## src/rtl/clkout_pwr_ctrl.sv

```systemverilog
`timescale 1ns/1ps
module clkout_pwr_ctrl #(
  parameter int         NOUT      = 6,
  parameter logic [6:0] ADDR_BASE = 7'h68
) (
  input  logic              clk,
  input  logic              rst_n,
  input  logic              pg_in,
  input  logic [NOUT-1:0]   oe_n_in,
  input  logic              pll_lock_in,
  input  logic              strap_addr,
  input  logic [1:0]        strap_ss,
  input  logic [NOUT-1:0]   reg_oe,
  input  logic [1:0]        reg_park,
  input  logic              reg_ref_pd_run,
  output logic [6:0]        bus_addr,
  output logic [1:0]        ss_code,
  output logic              straps_valid,
  output logic [NOUT-1:0]   dif_en,
  output logic [NOUT-1:0]   dif_p,
  output logic [NOUT-1:0]   dif_n,
  output logic [2*NOUT-1:0] dif_st,
  output logic              ref_out,
  output logic              ref_oe,
  output logic [1:0]        ref_st
);
  localparam int SW = NOUT + 2;
  localparam logic [1:0] ST_RUN = 2'b00, ST_LOW = 2'b01, ST_HIGH = 2'b10, ST_HIZ = 2'b11;

  logic [SW-1:0]   sync1, sync2;
  logic            pg_s, lock_s, pg_seen, started, adr_q, ref_en;
  logic [1:0]      ss_q;
  logic [NOUT-1:0] oe_n_s, run;

  always_ff @(posedge clk or negedge rst_n)
    if (!rst_n) begin
      sync1 <= '0;
      sync2 <= '0;
    end else begin
      sync1 <= {pg_in, pll_lock_in, oe_n_in};
      sync2 <= sync1;
    end

  assign pg_s   = sync2[SW-1];
  assign lock_s = sync2[SW-2];
  assign oe_n_s = sync2[NOUT-1:0];

  always_ff @(posedge clk or negedge rst_n)
    if (!rst_n) begin
      pg_seen <= 1'b0;
      adr_q   <= 1'b0;
      ss_q    <= 2'b00;
    end else if (pg_s && !pg_seen) begin
      pg_seen <= 1'b1;
      adr_q   <= strap_addr;
      ss_q    <= strap_ss[1] ? 2'b10 : {1'b0, strap_ss[0]};
    end

  assign started      = pg_seen | pg_s;
  assign straps_valid = pg_seen;
  assign bus_addr     = ADDR_BASE | {5'b0, adr_q, 1'b0};
  assign ss_code      = ss_q;
  assign run          = (pg_s && lock_s) ? (reg_oe & ~oe_n_s) : '0;

  always_ff @(negedge clk or negedge rst_n)
    if (!rst_n) begin
      dif_en <= '0;
      ref_en <= 1'b0;
    end else begin
      dif_en <= run;
      ref_en <= started & (pg_s | reg_ref_pd_run);
    end

  for (genvar i = 0; i < NOUT; i++) begin : g_out
    assign dif_p[i]          = dif_en[i] ? clk  : reg_park[1];
    assign dif_n[i]          = dif_en[i] ? ~clk : reg_park[0];
    assign dif_st[2*i +: 2]  = dif_en[i] ? ST_RUN : (reg_park[1] ? ST_HIGH : ST_LOW);
  end

  assign ref_oe  = started;
  assign ref_out = ref_oe & ref_en & clk;
  assign ref_st  = !ref_oe ? ST_HIZ : (ref_en ? ST_RUN : ST_LOW);

  AST_STRAPS_HELD: assert property (@(posedge clk) disable iff (!rst_n)
    $past(pg_seen) |-> ($stable(adr_q) && $stable(ss_q)));
  AST_ADDR_LEGAL: assert property (@(posedge clk) disable iff (!rst_n)
    pg_seen |-> (bus_addr == 7'h68 || bus_addr == 7'h6A));
  AST_SS_LEGAL: assert property (@(posedge clk) disable iff (!rst_n)
    ss_code != 2'b11);
  AST_EN_NEEDS_LOCK: assert property (@(posedge clk) disable iff (!rst_n)
    (|dif_en) |-> (lock_s && pg_s));
  AST_REF_HIZ_FIRST: assert property (@(posedge clk) disable iff (!rst_n)
    !started |-> !ref_en);
endmodule

```

## config.mk

```make
export PLATFORM = sky130hd
export DESIGN_NAME = clkout_pwr_ctrl
export DESIGN_NICKNAME = d
export VERILOG_FILES = /design/src/rtl/clkout_pwr_ctrl.sv
export SDC_FILE = /design/constraint.sdc
export NUM_CORES = 1
export LEC_CHECK = 0
export BUFFER_PORTS_ARGS = -buffer_cell sky130_fd_sc_hd__buf_4
export CAP_MARGIN = 20
export CORE_MARGIN = 2
export CORE_UTILIZATION = 30
export CTS_BUF_LIST = sky130_fd_sc_hd__clkbuf_4
export DETAILED_ROUTE_END_ITERATION = 12
export SYNTH_ARGS = -nofsm -noshare
export SYNTH_HDL_FRONTEND = slang
export SYNTH_SLANG_ARGS = --single-unit
```

## constraint.sdc

```tcl
create_clock -name clk -period 3.2 [get_ports clk]
set_clock_uncertainty 0.15 [all_clocks]
set_input_delay 0.32 -clock clk [delete_from_list [all_inputs] [get_ports clk]]
set_output_delay 0.32 -clock clk [all_outputs]
set_load 0.05 [all_outputs]
```

==> results by stage <==
Yosys:
- The count of unique library cells instantiated by Yosys is 17.
- Sorting the synthesized cells by area gives the leading types as sky130_fd_sc_hd__dfrtp_1, sky130_fd_sc_hd__dfrtn_1, sky130_fd_sc_hd__mux2i_1.
- Summing every instance area after synthesis gives approximately 1100 µm².
- Synthesis produced a netlist whose cell count is 81.
- The synthesized flop and latch total is 27.
- The biggest area contributor in the post-synthesis netlist is sky130_fd_sc_hd__dfrtp_1.
- The synthesized area divided by synthesized cell count is approximately 13 µm².
- The top cell type by area accounts for between 40% and 50% of the synthesized area.
- Summing the sequential cell areas from Yosys gives roughly 64% of the chip area.
- The number of warnings reported in the yosys synthesis log is 0.

Clocking:
- Clock latency on the worst-skew pair, taken at its later pin, is 420 ps.
- TritonCTS built the clock tree.
- The clock-pin transition on the worst setup and hold timing paths is around 130 ps.

GRT:
- The via count of the first global-routing pass is roughly 1.2k.
- The first global-routing pass estimated around 4500 µm of wire.
- The total track usage is about 15%.
- The number of antenna violations at the first check in global routing is 0.
- Entering global routing, the biggest net connects 28 pins.
- The final global-route overflow total is 0.

Floorplanning:
- The height of the die is 63.23 µm.
- The total number of placement rows is 21.
- The number of top-level design ports is 66.
- The die area is about 4000 µm².
- For this configuration, the core starts out at a cell density of ~31%.
- In this run the horizontal extent of the chip is about 63 µm.
- The floorplan core area is 3363 µm².

Placement:
- The standard cell area after detailed placement is between 1500 and 2000 µm².
- The placement-stage worst setup slack is slightly below 100 ps.
- The global placement routability congestion is 0.6578.
- The count of input and output buffers is 59.
- The wire-length estimate of the detail-placed layout is roughly 1800 µm.

Layout:
- Cells with a size suffix above 1 make up between 60% and 70% of the layout.
- Summing all multi-input logic gate instances after layout gives roughly 500 µm².
- In the final layout, flip-flops and latches occupy around 680 µm².
- The area growth from synthesis to layout is 118.1%.
- 0 antenna diodes ended up in the layout.
- For this run, the post-layout net count is about 200.
- Fill cells in the final layout number between 200 and 250.
- Measured on the finished design, the core utilization comes to between 60% and 70%.
- The finished cells cover 2295 µm².

Worst setup path:
- The first element of the critical path is dif_en[0].
- For the worst setup path, the data required time is approximately 2700 ps.
- The endpoint of the worst setup timing path is dif_n[0].
- The reg-to-reg critical path startpoint is sync2[7].
- The arrival time of the worst setup path is just over 3000 ps.
- The worst reg2reg path endpoint is dif_en[5].
- The start-to-end type of the worst setup path is reg -> out.
- The endpoint class of the critical path is an output port.
- Along the worst path, the maximum fanout reaches 4.
- For flop-to-flop paths, the worst setup slack is approximately 610 ps.
- The number of cells traversed by the worst register-to-register path is 2.
- STA classifies the critical path startpoint as a flip-flop.

Pwr:
- VDD sags by at most between 0.0002 and 0.0003 V.
- The total power per unit cell area is between 500 and 600 nW/µm².
- The reported leakage power is ~1.1 nW.

Drt:
- The detail route stage leaves a number of antenna-violating nets equal to 0.
- Summing over every cut layer, the via total after detailed routing is 946.
- The total length of routed wires is 3011 µm.
- For this run, the detailed router's first-pass iteration total came to 3.
- After detailed routing, the number of remaining DRC violations is 0.
- Dividing the detail-routed via count by the number of cells gives roughly 4.2.
- Dividing the detail-routed wire length by the instance count gives between 10 and 15 µm.
- The first routing iteration left 47 violations.

STA:
- The final count of pins violating max slew was 0.
- The tightest hold path in the finished design has a slack of roughly 100 ps.
- The final-report hold violation count is 0.
- The post-layout worst setup margin is -343.8 ps.
- Setup repair after global routing could not meet its margin everywhere.
- Setup violations remaining at the end of the flow were counted as 32.

Run status:
- The run finished, with violations left.
- The final reports fail on negative setup slack.

Job:
- The tool flagged a number of max-cap violations equal to 0.

Hold path:
- The worst hold path belongs to the class in -> reg.
## worst min-delay path by stage
stage / start / to / slack, ps / depth (start not counted)
3_5_place_dp: rst_n / sync1[7] / 90 / 1
4_1_cts: strap_ss[0] / ss_code[0] / 90 / 3
5_1_grt: strap_ss[0] / ss_code[0] / 100 / 3
2_1_floorplan: rst_n / adr_q / -130 / 0
3_3_place_gp: rst_n / sync1[7] / 90 / 1
6_report: strap_ss[0] / ss_code[0] / 100 / 3
## worst max-delay path, cell delays in order (launching register included)
cell and delay (ps):
sky130_fd_sc_hd__dfrtn_1 580, sky130_fd_sc_hd__mux2i_4 290, sky130_fd_sc_hd__buf_6 180
## flip-flops by register name, summed over array words and instances (netlist names)
signal / cells
adr_q: 1
dif_en: 6
sync1: 8
ss_code: 2
straps_valid: 1
ref_en: 1
sync2: 8
## kinds of logic (layout without fill, tap and decap cells)
logic type	Yosys count	count (layout)	synth area share, %
AOI/OAI and AO/OA	7	7	5.113
buffers and inverters	12	108	7.015
DFF	27	27	64.21
muxes	9	9	8.918
other	2	6	0.7137
and+or+nand+nor	24	24	14.03
## where the power goes
part | switching [mW] | internal [mW] | leakage (nW)
Combinational | 0.115 | 0.0875 | 0.544
Clock | 0.372 | 0.292 | 0.212
Sequential | 0.00787 | 0.358 | 0.326
## cells in the final DEF, fill, tap and decap left out, types with 5 or more instances in the layout
cell type / count
sky130_fd_sc_hd__clkbuf_4: 13
sky130_fd_sc_hd__mux2i_4: 6
sky130_fd_sc_hd__dfrtp_1: 20
sky130_fd_sc_hd__buf_6: 36
sky130_fd_sc_hd__dfrtn_1: 7
sky130_fd_sc_hd__conb_1: 6
sky130_fd_sc_hd__a21o_4: 5
sky130_fd_sc_hd__nor3b_1: 6
sky130_fd_sc_hd__buf_8: 12
sky130_fd_sc_hd__buf_4: 29
sky130_fd_sc_hd__dlygate4sd3_1: 11
## timing repair
item                                    in CTS  in global routing
hold buffers                                11                  0
setup buffers                                4                  9
endpoints found under the hold margin       30                  0
pin swaps                                    1                  1
cloned                                       0                  0
resized for setup                           46                 26
endpoints found under the setup margin      32                 32
## metal layers
metal / vias up / routed length (µm) / track usage [%]
met2: 53 / 1619 / 20.74
met5: - / 0 / 0
met3: 18 / 260 / 9.464
met1: 428 / 972 / 13.12
li1: 447 / - / -
met4: 0 / 158 / 19.57
## cells in the mapped netlist (all sizes together)
cell,count
and2b,3
dfrtp,20
buf,9
and3,1
inv,3
nand2,2
mux2,3
nor2b,5
nor3b,6
nor2,7
a21o,7
dfrtn,7
conb,2
mux2i,6
## area by class of cell
class	count	area share (%)
timing repair buffer	76	33.97
tap	46	2.508
multi-input combinational	46	21.65
clock buffer	26	10.96
sequential	27	29.44
clock inverter	3	0.9815
inverter	3	0.4907
## per-stage QoR
stage               setup TNS, ps  std cells  power [mW]
floorplan                   -3864         85      0.7047
CTS                         -6533        218       1.221
finish                      -6562        227       1.233
global placement                0        187      0.7130
detailed placement              0        187      0.7147
global route                -8731        227       1.303
(Power assumes the default switching activity.)
